--- src/rtl/irq_latch_pkg.sv ---
package irq_latch_pkg;

    // Request line behaviour
    typedef enum logic {
        IRQ_LEVEL = 1'b0,
        IRQ_PULSE = 1'b1
    } irq_mode_e;

    // One host access as seen by the decoder
    typedef struct packed {
        logic wr_hit;
        logic rd_hit;
    } host_hit_t;

    // Address match helper
    function automatic logic addr_match(input logic [7:0] addr, input logic [7:0] offset);
        return addr == offset;
    endfunction

endpackage

--- src/rtl/irq_src_edge.sv ---
module irq_src_edge #(
    parameter int NUM_SRC     = 6,
    parameter int SYNC_STAGES = 2
) (
    input  logic               clk,
    input  logic               rst,
    input  logic [NUM_SRC-1:0] src_raw,
    output logic [NUM_SRC-1:0] src_rise
);
    localparam int TOP = SYNC_STAGES - 1;

    for (genvar g = 0; g < NUM_SRC; g++) begin : g_src
        logic [SYNC_STAGES-1:0] sync_q;
        logic                   delay_q;

        always_ff @(posedge clk) begin
            if (rst) begin
                sync_q  <= '0;
                delay_q <= 1'b0;
            end else begin
                sync_q  <= {sync_q[TOP-1:0], src_raw[g]};
                delay_q <= sync_q[TOP];
            end
        end

        assign src_rise[g] = sync_q[TOP] & ~delay_q;
    end

    // An edge strobe can never be high in two consecutive cycles
    AST_RISE_SPACED: assert property (@(posedge clk) disable iff (rst)
        !rst |=> ((src_rise & $past(src_rise)) == '0));

endmodule

--- src/rtl/irq_status_bank.sv ---
module irq_status_bank #(
    parameter int NUM_SRC = 6
) (
    input  logic               clk,
    input  logic               rst,
    input  logic [NUM_SRC-1:0] src_rise,
    input  logic               mask_load,
    input  logic [NUM_SRC-1:0] mask_value,
    output logic [NUM_SRC-1:0] enable_q,
    output logic [NUM_SRC-1:0] flags_q
);
    logic [NUM_SRC-1:0] enable_d;
    logic [NUM_SRC-1:0] flags_d;

    always_comb begin
        enable_d = mask_load ? mask_value : enable_q;
        flags_d  = (flags_q | src_rise) & enable_d;
    end

    always_ff @(posedge clk) begin
        if (rst) begin
            enable_q <= '0;
            flags_q  <= '0;
        end else begin
            enable_q <= enable_d;
            flags_q  <= flags_d;
        end
    end

    AST_RESET_CLEARS: assert property (@(posedge clk)
        rst |=> (enable_q == '0 && flags_q == '0));

    AST_FLAGS_IN_MASK: assert property (@(posedge clk) disable iff (rst)
        (flags_q & ~enable_q) == '0);

    AST_FLAG_STICKY: assert property (@(posedge clk) disable iff (rst)
        !rst |=> ((flags_q & $past(flags_q)) == ($past(flags_q) & enable_q)));

    AST_SET_NEEDS_EDGE: assert property (@(posedge clk) disable iff (rst)
        !rst |=> ((flags_q & ~$past(flags_q) & ~$past(src_rise)) == '0));

endmodule

--- src/rtl/irq_req_gen.sv ---
module irq_req_gen
    import irq_latch_pkg::*;
#(
    parameter int NUM_SRC = 6
) (
    input  logic               clk,
    input  logic               rst,
    input  irq_mode_e          mode,
    input  logic [NUM_SRC-1:0] flags,
    output logic               irq
);
    logic any_now;
    logic any_prev_q;

    assign any_now = |flags;

    always_ff @(posedge clk) begin
        if (rst) any_prev_q <= 1'b0;
        else     any_prev_q <= any_now;
    end

    always_comb begin
        unique case (mode)
            IRQ_LEVEL: irq = any_now;
            IRQ_PULSE: irq = any_now & ~any_prev_q;
            default:   irq = 1'b0;
        endcase
    end

    AST_LEVEL_HOLDS: assert property (@(posedge clk) disable iff (rst)
        (mode == IRQ_LEVEL && flags != '0) |-> irq);

    AST_PULSE_SINGLE: assert property (@(posedge clk) disable iff (rst)
        (mode == IRQ_PULSE && irq) |=> !irq);

    AST_PULSE_FROM_ZERO: assert property (@(posedge clk) disable iff (rst)
        !rst ##1 (mode == IRQ_PULSE && irq) |-> $past(flags) == '0);

endmodule

--- src/rtl/irq_latch_ctrl.sv ---
module irq_latch_ctrl
    import irq_latch_pkg::*;
#(
    parameter int NUM_SRC     = 6,
    parameter int ADDR_W      = 5,
    parameter int DATA_W      = 8,
    parameter int SYNC_STAGES = 2,
    parameter int REG_OFFSET  = 'h1E
) (
    input  logic               clk,
    input  logic               rst,
    input  logic [NUM_SRC-1:0] evt_src,
    input  logic [ADDR_W-1:0]  host_addr,
    input  logic               host_wr,
    input  logic               host_rd,
    input  logic [DATA_W-1:0]  host_wdata,
    output logic [DATA_W-1:0]  host_rdata,
    input  logic               irq_pulse_mode,
    output logic               irq_req
);
    localparam logic [7:0] OFFSET8 = 8'(REG_OFFSET);
    localparam int         PAD_W   = DATA_W - NUM_SRC;

    host_hit_t          hit;
    logic [NUM_SRC-1:0] rise;
    logic [NUM_SRC-1:0] enable;
    logic [NUM_SRC-1:0] flags;
    logic               unused_wdata_hi;
    irq_mode_e          mode;

    assign hit.wr_hit      = host_wr & addr_match(8'(host_addr), OFFSET8);
    assign hit.rd_hit      = host_rd & addr_match(8'(host_addr), OFFSET8);
    assign unused_wdata_hi = ^host_wdata[DATA_W-1:NUM_SRC];
    assign mode            = irq_mode_e'(irq_pulse_mode);

    irq_src_edge #(
        .NUM_SRC     (NUM_SRC),
        .SYNC_STAGES (SYNC_STAGES)
    ) u_edge (
        .clk      (clk),
        .rst      (rst),
        .src_raw  (evt_src),
        .src_rise (rise)
    );

    irq_status_bank #(
        .NUM_SRC (NUM_SRC)
    ) u_bank (
        .clk        (clk),
        .rst        (rst),
        .src_rise   (rise),
        .mask_load  (hit.wr_hit),
        .mask_value (host_wdata[NUM_SRC-1:0]),
        .enable_q   (enable),
        .flags_q    (flags)
    );

    irq_req_gen #(
        .NUM_SRC (NUM_SRC)
    ) u_req (
        .clk   (clk),
        .rst   (rst),
        .mode  (mode),
        .flags (flags),
        .irq   (irq_req)
    );

    always_ff @(posedge clk) begin
        if (rst)              host_rdata <= '0;
        else if (hit.rd_hit)  host_rdata <= {{PAD_W{1'b0}}, flags};
        else                  host_rdata <= '0;
    end

    AST_RDATA_PAD_ZERO: assert property (@(posedge clk) disable iff (rst)
        host_rdata[DATA_W-1:NUM_SRC] == '0);

    AST_RDATA_IDLE_ZERO: assert property (@(posedge clk) disable iff (rst)
        !hit.rd_hit |=> host_rdata == '0);

    AST_FOREIGN_WRITE: assert property (@(posedge clk) disable iff (rst)
        (host_wr && !hit.wr_hit && !host_rd) |=> $stable(enable));

endmodule

--- config.mk ---
export PLATFORM = sky130hd
export DESIGN_NAME = irq_latch_ctrl
export DESIGN_NICKNAME = d
export VERILOG_FILES = /design/src/rtl/irq_latch_pkg.sv /design/src/rtl/irq_src_edge.sv /design/src/rtl/irq_status_bank.sv /design/src/rtl/irq_req_gen.sv /design/src/rtl/irq_latch_ctrl.sv
export SDC_FILE = /design/constraint.sdc
export NUM_CORES = 1
export LEC_CHECK = 0
export BUFFER_PORTS_ARGS = -buffer_cell sky130_fd_sc_hd__buf_2
export CAP_MARGIN = 20
export CORE_ASPECT_RATIO = 0.6
export CORE_UTILIZATION = 55
export CTS_CLUSTER_DIAMETER = 150
export DETAILED_ROUTE_END_ITERATION = 10
export GPL_TIMING_DRIVEN = 0
export MAX_ROUTING_LAYER = met4
export PLACE_DENSITY_LB_ADDON = 0.12
export SYNTH_ARGS = -nofsm -noshare
export SYNTH_HDL_FRONTEND = slang
export SYNTH_SLANG_ARGS = --single-unit
--- constraint.sdc ---
create_clock -name clk -period 3.9 [get_ports clk]
set_clock_uncertainty 0.1 [all_clocks]
set_input_delay 0.78 -clock clk [delete_from_list [all_inputs] [get_ports clk]]
set_output_delay 0.78 -clock clk [all_outputs]
set_load 0.01 [all_outputs]
# == After elaboration in Yosys (flattened, before gate mapping) ==
# Index checks and enable logic that the tools add are counted.
# word_totals
register_bits,39
in_bits,24
out_inout_bits,9
word_cells,42
# op_classes
eq_ne,1
muxes,2
n_bitwise,20
reduce_logical,2
# ops
op,n
$and A1 B1 Y1,9
$not A1 Y1,9
$and A6 B6 Y6,1
$mux W6,1
$or A6 B6 Y6,1
$reduce_or A6 Y1,1
$eq A5 B5 Y1 const B,1
$pmux W1 S2,1
$reduce_or A2 Y1,1

# == Longest topological paths before layout ==
# Gate-level depths: netlist of run 1.
# depth
depth_word,4
ltp_mapped,5
depth_no_buf,3

# == Modules after synthesis ==
# Synthesis of run 1 repeated with hierarchy kept, for this count alone.
# hier_totals
cells_unflattened,111
area_unflattened_um2,1202.4
# modules_own_cells
module,instances,cells_per_inst,area_each_um2,seq_area_each_um2
irq_src_edge,1,43,526.8,360.3
irq_status_bank,1,38,390.4,240.2
irq_latch_ctrl,1,25,236.5,120.1
irq_req_gen,1,5,48.8,20.0

# == Worst setup path after synthesis of run 1 ==
# OpenSTA, ideal clock, no wires.
# synth_path
kind,register to output
from,register u_bank.flags_q[2]
to,output irq_req
arrival_ns,1.073
t_required_ns,3.020
setup_slack_ns,1.947
stages_incl_launch_ff,4
n_path_buf,0
path_cell_list,dfxtp_1 -> or4_1 -> nor3_1 -> a21oi_1
# synth_between
elab_chain_len,3
# synth_lines
item,line,source
start: declaration,irq_status_bank.sv:10,output logic [NUM_SRC-1:0] flags_q
start signal: assignment,irq_status_bank.sv:26,flags_q <= flags_d;
$reduce_or A6 Y1 (*),irq_req_gen.sv:15,assign any_now = |flags;
$and A1 B1 Y1,irq_req_gen.sv:25,IRQ_PULSE: irq = any_now & ~any_prev_q;
$pmux W1 S2 (*),irq_req_gen.sv:23,unique case (mode)
end: declaration,irq_latch_ctrl.sv:19,output logic irq_req
# Mark *: on every way between the ends. The rest lies on a longest branch, timed or not.

# == Worst setup path in the final report of run 1 ==
# Ends and elaborated chain as after synthesis.

==> results of run 1 <==
## placed cells by master, fill, tap and decap left out, drive strengths merged
| master | count |
|---|---|
| dfxtp | 37 |
| buf | 32 |
| nor2b | 18 |
| nand2b | 18 |
| a21oi | 13 |
| clkbuf | 10 |
| and2 | 6 |
| inv | 6 |
| mux2i | 6 |
| mux2 | 6 |
| and4b | 2 |
| conb | 2 |
| or4 | 1 |
| nor3 | 1 |
| nor2 | 1 |
| and3 | 1 |
| bufinv | 1 |
## cells by family after synthesis
family | after synthesis | synth area share [%]
other | 1 | 0.2793
AOI/OAI and AO/OA | 13 | 4.846
buffers and inverters | 13 | 5.964
and+or+nand+nor | 48 | 23.11
DFF | 37 | 55.17
muxes | 12 | 10.62
## power by group
group	leakage, nW	switching, mW	internal, mW
combinational	0.335	0.0145	0.0188
clock	0.0585	0.122	0.208
sequential	0.301	0.00213	0.386
total	0.694	0.139	0.613
## synthesized netlist by cell type
cell,instances
buf_4,2
and3_4,1
or4_1,1
nor2b_1,18
mux2_1,2
clkbuf_1,3
nor2_1,1
buf_12,1
nand2b_1,18
mux2_4,4
and2_1,6
a21oi_1,13
buf_6,1
nor3_1,1
mux2i_1,6
dfxtp_1,37
inv_1,6
and4b_1,2
conb_1,1
## registers in the layout, summed over array words and instances, names as in the netlist
signal / flops
u_edge.g_src.sync_q: 12
u_bank.enable_q: 6
u_bank.flags_q: 6
u_req.any_prev_q: 1
host_rdata: 6
u_edge.g_src.delay_q: 6
## worst paths after layout
path | endpoint | slack (ns) | cells after the start
worst min-delay path | u_edge.g_src[4].sync_q[1] | 0.34 | 1
worst max-delay path | irq_req | 1.38 | 4
worst max register to register | u_req.any_prev_q | 2.46 | 3
worst min register to register | u_edge.g_src[4].sync_q[1] | 0.34 | 1
## metrics by stage
| step | utilization (%) | cell area [um^2] |
|---|---|---|
| detailed placement | 68.39 | 1524 |
| finish | 73.61 | 1640 |
| CTS | 73.61 | 1640 |
| floorplan | - | 1346 |
| global route | 73.61 | 1640 |
| global placement | 68.39 | 1524 |
## area by class of cell
class	count	area, um^2
Buffer	7	57.56
Fill cell	164	588.1
Clock buffer	7	86.33
Sequential cell	37	740.7
Tap cell	30	37.54
Timing Repair Buffer	28	140.1
Inverter	6	22.52
Clock inverter	1	30.03
Multi-Input combinational cell	75	525.5
## per-layer routing
| layer | wire length [um] | part of all wire, % | GRT usage (%) |
|---|---|---|---|
| met1 | 999 | 47 | 18.29 |
| met3 | 142 | 6.7 | 9.375 |
| met2 | 966 | 45 | 30.61 |
| met4 | 21 | 0.99 | 7.065 |
| met5 | 0 | 0 | - |
==> flow_summary.yaml, run 1 <==
sta:
  final-hold-violation-count: 0
  totalNegativeSetupSlack_ns: 0
  finalSetupViolCount: 0
  setup_ws_ns: 1.382
  clock.fmax_ghz: 0.3971
  hold_ws_ns: 0.3392
  timing_max_transition_violations_final: 0
  rsz0062_at_grt: "false"
  final_period_minus_worst_setup_slack_ns: 2.518
  timing.final.crit_share_pct: 64.58
critical_path:
  cp_data_arrival_time_ns: 1.64
  start_kind: "flop"
  r2r-start: "u_bank.flags_q[2]"
  critical_path.top_delay_family: "simple AND/OR/NAND/NOR gates"
  criticalPathCategory: "flop to output pin"
  cp_data_required_time_ns: 3.02
  critical_path_buf_inv_count: 1
  critPathCaptureType: "output pin"
  slowest_delay_ns: 0.52
  critical_path.cell_chain: "or4_1, nor3_1, a21oi_1, buf_2"
  crit_start: "u_bank.flags_q[2]"
  slowest_stage: "or4_1"
  top_fanout_value_on_the_critical_path: 3
worst_hold_path:
  worst_hold_startpoint: "u_edge.g_src[4].sync_q[0]"
  hp-class: "flop to flop"
power_and_ir_drop:
  power_leakage_nw: 0.6942
  p_per_area_nw_per_um2: 458.1
  ir_drop_mv: 0.3867
  totalPowerFinal_uw: 751.4
clock_network:
  h_tree_levels: 2
  holdBufCountCts: 0
  cts.reportedPaths.clkPinSlew_ns: 0.07
  postCtsSetupRepairBufs: 0
  ctsResizeCount: 0
  inserted_clock_buffers: 5
  buffer_type_at_the_clock_tree_root: "clkbuf_8"
  worst_skew_pair.late_latency_ns: 0.28
  clock_sinks: 37
  tritoncts: "built"
  clockBufferDepth: 2
final_layout:
  layout.cells.non_filler: 191
  final_net_count: 184
  insertedDiodeCount: 0
  syn2layout_area_growth_pct: 22.18
  final_layout_size_suffix_gt1_share_pct: 27.33
placement:
  routabilityCongestion: 0.7620
  place_ws_ns: 1.677
  placedCellCount: 183
  place.port_buffers: 28
  dp.final_hpwl_um: 1606
detailed_routing:
  drt-vias-per-instance: 4.717
  drt_first_iter_violations: 20
  route.vias.total: 901
  drc: 0
  finalWirelength_um: 2130
  antenna_violating_nets_post_route: 0
  first_pass_iters: 4
  drt-wirelength-per-cell_um: 11.15
global_route:
  grt_pass1_wl_um: 3084
  track_usage_pct: 18.04
  largest_net_degree_at_the_start_of_global_routing: 12
  grt.overflow.total: 0
  grt_pass1_vias: 745
  antenna_violations_before_repair: 0
synth:
  post-synth-top-area-cell: "dfxtp_1"
  synth_warnings: 0
  postSynthCellCount: 124
  syn_avg_cell_area_um2: 10.83
  ys_seq_area_share_pct: 55.17
  netlist-cell-type-count: 19
  synth_top_area_share_pct: 55.17
  synth_seq_cells: 37
  syn_area_um2: 1343
  synthTopCellsByArea: "dfxtp_1, nand2b_1, nor2b_1"
floorplanning:
  std_cell_rows: 13
  die_y_um: 40.27
  fp.dieArea_um2: 2649
  start_util_pct: 60.25
  design.core.area_um2: 2228
  ios: 33
  die_x_um: 65.79
run_status:
  outcome: "finished clean"
run:
  drv_cap: 0
Power figures use the tool's default switching activity.
==> inputs of run 2 (changes only) <==
- ABC_AREA: unset -> 1
- CORE_UTILIZATION: 55 -> 51
- clock period: 3.9 -> 2.6 ns (I/O delays scaled with it)
==> run 2 against run 1 <==
Compared with the run above:
- via count grew 7.5%
- worst setup slack worse by 0.51 ns
- routed wire length up 2.6%
- flip-flop and latch count did not move
- total power rose by 37%
- sequential share of layout area is 1.6 points higher
- critical path type unchanged
- final cell count is 17% higher
- first-iteration DRC count is 15% higher
- clock power up 18%
- non-clock buffer count is 4 lower
- critical path depth is 1 higher
- sequential power is 50% higher
==> flow_summary.yaml, run 2 <==
synth:
  syn_area_um2: 1323
  async_flop_share_pct: 0
  post-synth-top-area-cell: "dfxtp_1"
  synth_top_area_share_pct: 56.01
  number_of_synthesized_flops_with_an_enable_pin: 0
  netlist-cell-type-count: 16
  synth_warnings: 0
  postSynthCellCount: 159
  syn_avg_cell_area_um2: 8.318
  ys_seq_area_share_pct: 56.01
  synth_most_common_cell: "inv_1"
  post_synth_most_frequent_cells: "inv_1, nor2_1, dfxtp_1, nand2_1, nand4_1"
  ys_dominant_reg_cell: "dfxtp_1"
  synth_seq_cells: 37
  synthTopCellsByArea: "dfxtp_1, inv_1, nor2_1"
global_route:
  antenna_violations_before_repair: 0
  grt_pass1_wl_um: 3788
  largest_net_degree_at_the_start_of_global_routing: 11
  track_usage_pct: 19.68
  grt.overflow.total: 0
  grt_pass1_vias: 896
sta:
  final-hold-violation-count: 0
  final_period_minus_worst_setup_slack_ns: 1.727
  clock.fmax_ghz: 0.5791
  timing_max_transition_violations_final: 0
  finalSetupViolCount: 0
  hold_ws_ns: 0.3009
  totalNegativeSetupSlack_ns: 0
  timing.final.crit_share_pct: 66.42
  rsz0062_at_grt: "false"
power_and_ir_drop:
  totalPowerFinal_mw: 1.032
  p_per_area_nw_per_um2: 650.8
  ir_drop_mv: 0.4452
  power_leakage_nw: 0.8300
final_layout:
  final_cell_mix: "inv_1, nor2_1, dfxtp_1"
  final_design_utilization_pct: 68.63
  insertedDiodeCount: 0
  final_layout_size_suffix_gt1_share_pct: 28.35
  layout.cell_area.non_filler_um2: 1585
  multi_input_comb_area_um2: 385.4
  largest_register: "u_edge.g_src.sync_q"
  layout_commonest_cell: "inv_1"
  final_net_count: 218
  sequential_cell_area_um2: 740.7
  syn2layout_area_growth_pct: 19.87
  number_of_flip_flops_under_the_largest_register_name: 12
  num-fill-cells: 200
placement:
  postPlaceCellArea_um2: 1499
  routabilityCongestion: 0.7384
  place.port_buffers: 27
  dp.final_hpwl_um: 1683
detailed_routing:
  route.vias.total: 969
  drt-vias-per-instance: 4.326
  drt_first_iter_violations: 23
  antenna_violating_nets_post_route: 0
  finalWirelength_um: 2185
  drc: 0
  first_pass_iters: 4
  drt-wirelength-per-cell_um: 9.754
floorplanning:
  ios: 33
  start_util_pct: 57.26
  std_cell_rows: 13
  fp.dieArea_um2: 2807
  design.core.area_um2: 2310
  die_y_um: 41.45
  die_x_um: 67.74
clock_network:
  tritoncts: "built"
  buffer_type_at_the_clock_tree_root: "clkbuf_8"
  ctsResizeCount: 0
  h_tree_levels: 2
  cts.reportedPaths.clkPinSlew_ns: 0.07
  worst_skew_pair.late_latency_ns: 0.28
  postCtsSetupRepairBufs: 0
  clockBufferDepth: 2
  inserted_clock_buffers: 5
  holdBufCountCts: 0
  clock_sinks: 37
critical_path:
  cp_data_required_time_ns: 1.98
  r2r-start: "u_bank.flags_q[4]"
  start_kind: "flop"
  critical_path.reg2reg.endpoint: "u_req.any_prev_q"
  reg2reg_slack_ns: 1.71
  critPathCaptureType: "output pin"
  criticalPathCategory: "flop to output pin"
  top_fanout_value_on_the_critical_path: 3
  reg2regPathDepth: 4
  cp_data_arrival_time_ns: 1.11
worst_hold_path:
  hold_depth: 2
  timing.hold.worst_endpoint: "u_edge.g_src[2].sync_q[1]"
  hp-class: "flop to flop"
  worst_hold_startpoint: "u_edge.g_src[2].sync_q[0]"
run_status:
  outcome: "finished clean"
run:
  drv_cap: 0
[run 2: final cells by class]
class / instances / share of cell area [%]
sequential: 37 / 46.72
multi-input combinational: 73 / 24.31
clock buffer: 7 / 5.446
inverter: 46 / 11.05
timing repair buffer: 27 / 8.524
tap: 30 / 2.368
buffer: 4 / 1.579
[run 2: logic make-up (layout without fill, tap and decap cells)]
group	after synthesis	count (layout)	synth area share (%)
buffers and inverters	50	84	15.14
other	1	2	0.2835
flip-flops	37	37	56.01
AND/OR/NAND/NOR	71	71	28.57
[run 2: metrics by stage]
stage / setup slack (ns) / cells
floorplan: 1.290 / 160
global placement: 1.106 / 217
detailed placement: 1.084 / 217
CTS: 0.8699 / 224
global route: 0.7916 / 224
finish: 0.8732 / 224
[run 2: per-layer routing]
layer / track usage [%] / up-vias / wire [um]
li1: - / 517 / -
met4: 10.21 / 0 / 38
met1: 23.36 / 431 / 1014
met3: 7.418 / 5 / 94
met2: 28.71 / 16 / 1038
met5: - / - / 0
[run 2: worst max path at each step]
stage	startpoint	end	slack (ns)
after floorplan	irq_pulse_mode	irq_req	1.29
after global placement	irq_pulse_mode	irq_req	1.11
after detailed placement	irq_pulse_mode	irq_req	1.08
after CTS	u_bank.flags_q[3]	irq_req	0.87
after global routing	u_bank.flags_q[3]	irq_req	0.79
final	u_bank.flags_q[4]	irq_req	0.87
[run 2: worst max-delay path: stages (launching register included)]
cell     delay, ns
dfxtp_1       0.33
nor2_1        0.14
nand4_1       0.12
nand2_1       0.08
inv_1         0.04
buf_2         0.13
[run 2: report_power, final]
| group | total [mW] | leakage (nW) | switching [mW] | internal (mW) |
|---|---|---|---|---|
| clock network | 0.390 | 0.0443 | 0.180 | 0.210 |
| logic | 0.0592 | 0.484 | 0.0354 | 0.0239 |
| registers | 0.582 | 0.301 | 0.00308 | 0.579 |
==> inputs of run 3 (changes only) <==
- CORE_UTILIZATION: 51 -> 46
- clock period: 2.6 -> 1.4 ns (I/O delays scaled with it)
==> run 3 against run 2 <==
Compared with the run above:
- the flow now finishes with violations (DRC, setup timing)
- register-to-register slack lost 1.2 ns
- utilization is 6.7 points lower
- final area is 2.1% higher
- first-iteration DRC count rose to 3.0 times the previous value
- global-route usage down 3.3 points
- hold slack lost 0.20 ns
- clock power rose by 100%
- non-clock buffer count is 1 higher
- routed wire length is 3.9% lower
- worst setup slack got worse by 0.92 ns
- combinational power grew 86%
- critical path depth unchanged
- critical endpoint unchanged
- largest cell class unchanged
==> flow_summary.yaml, run 3 (synthesis results as in run 2) <==
critical_path:
  cp_data_required_time_ns: 1.02
  critPathCaptureType: "output pin"
  cp_data_arrival_time_ns: 1.06
  start_kind: "flop"
  criticalPathCategory: "flop to output pin"
  top_fanout_value_on_the_critical_path: 3
worst_hold_path:
  hp-class: "input port to flop"
final_layout:
  syn2layout_area_growth_pct: 22.33
  number_of_flip_flops_under_the_largest_register_name: 12
  final_design_utilization_pct: 61.98
  final_layout_size_suffix_gt1_share_pct: 32.65
  insertedDiodeCount: 0
  layout.cell_area.non_filler_um2: 1618
  largest_register: "u_edge.g_src.sync_q"
  final_cell_mix: "inv_1, nor2_1, dfxtp_1"
  final_net_count: 219
  layout_commonest_cell: "inv_1"
detailed_routing:
  finalWirelength_um: 2099
  antenna_violating_nets_post_route: 0
  drt_first_iter_violations: 69
  drt-wirelength-per-cell_um: 9.206
  first_pass_iters: 7
  drc: 2
  route.vias.total: 974
  drt-vias-per-instance: 4.272
sta:
  timing.final.crit_share_pct: 103.1
  final-hold-violation-count: 0
  final_period_minus_worst_setup_slack_ns: 1.443
  timing_max_transition_violations_final: 0
  hold_ws_ns: 0.09680
  setup_ws_ns: -0.04286
  clock.fmax_ghz: 0.6931
  totalNegativeSetupSlack_ns: -0.04286
  rsz0062_at_grt: "true"
  finalSetupViolCount: 1
floorplanning:
  fp.dieArea_um2: 3101
  die_y_um: 43.54
  design.core.area_um2: 2610
  ios: 33
  std_cell_rows: 14
  die_x_um: 71.22
  start_util_pct: 50.67
placement:
  postPlaceCellArea_um2: 1501
  place.port_buffers: 27
  routabilityCongestion: 0.7096
  dp.final_hpwl_um: 1583
run_status:
  outcome: "finished with violations"
  failed_checks: "DRC, setup timing"
power_and_ir_drop:
  ir_drop_mv: 0.8461
  totalPowerFinal_mw: 1.976
  p_per_area_nw_per_um2: 1221
  power_leakage_nw: 0.8488
clock_network:
  tritoncts: "built"
  h_tree_levels: 2
  cts.reportedPaths.clkPinSlew_ns: 0.07
  buffer_type_at_the_clock_tree_root: "clkbuf_8"
  worst_skew_pair.late_latency_ns: 0.28
  inserted_clock_buffers: 5
  clockBufferDepth: 2
  clock_sinks: 37
global_route:
  largest_net_degree_at_the_start_of_global_routing: 12
  antenna_violations_before_repair: 0
  track_usage_pct: 16.33
  grt_pass1_vias: 880
  grt_pass1_wl_um: 3581
  grt.overflow.total: 0
run:
  drv_cap: 0
[run 3: changes by cell type in the layout (fill, tap and decap cells not counted), sizes merged]
cell,delta
clkinv,+1
buf,+1
[run 3: final timing paths]
path | slack [ns] | startpoint | endpoint | cells after the start
setup / recovery | -0.04 | u_bank.flags_q[0] | irq_req | 5
hold reg to reg | 0.30 | u_edge.g_src[5].sync_q[0] | u_edge.g_src[5].sync_q[1] | 2
hold / removal | 0.1 | evt_src[5] | u_edge.g_src[5].sync_q[0] | 3
setup reg to reg | 0.54 | u_bank.flags_q[0] | u_req.any_prev_q | 4
[run 3: where the power goes]
| part | internal [mW] | leakage [nW] | switching [mW] |
|---|---|---|---|
| Combinational | 0.0444 | 0.491 | 0.0655 |
| Sequential | 1.08 | 0.303 | 0.00566 |
| Clock | 0.444 | 0.0542 | 0.340 |
| Total | 1.56 | 0.849 | 0.411 |
[run 3: per-layer routing]
layer / vias to the layer above / global-route usage, % / share of wire [%]
met5: - / - / 0
met4: 0 / 4.800 / 0.38
met3: 2 / 6.977 / 5.6
met2: 20 / 27.24 / 48
met1: 432 / 18.06 / 45
li1: 520 / - / -
[run 3: final cells by class]
class,instances,area [um^2]
fillers,253,992.2
clock buffers,7,96.34
inverters,46,175.2
multi-input cells,73,387.9
repair buffers,28,142.6
plain buffers,4,25.02
well taps,32,40.04
clock inverters,1,5.005
flip-flops and latches,37,745.7
[run 3: what timing repair did]
action,in CTS,in global routing
hold buffers,0,0
resized for setup,4,2
pin swaps,3,2
setup buffers,1,0
endpoints found under the setup margin,1,1
[run 3: critical path: stages, from the launching register on]
cell and delay [ns]:
dfxtp_2 0.34, nor2_1 0.08, nand4_1 0.12, nand2_1 0.08, inv_1 0.03, buf_2 0.12
[run 3: per-stage QoR]
| step | worst slack, ns | std cells |
|---|---|---|
| final | -0.04286 | 228 |
| after global routing | -0.09744 | 228 |
| after CTS | -0.05974 | 228 |
| after detailed placement | 0.2280 | 219 |
| after global placement | 0.2424 | 219 |
| after floorplan | 0.4092 | 160 |
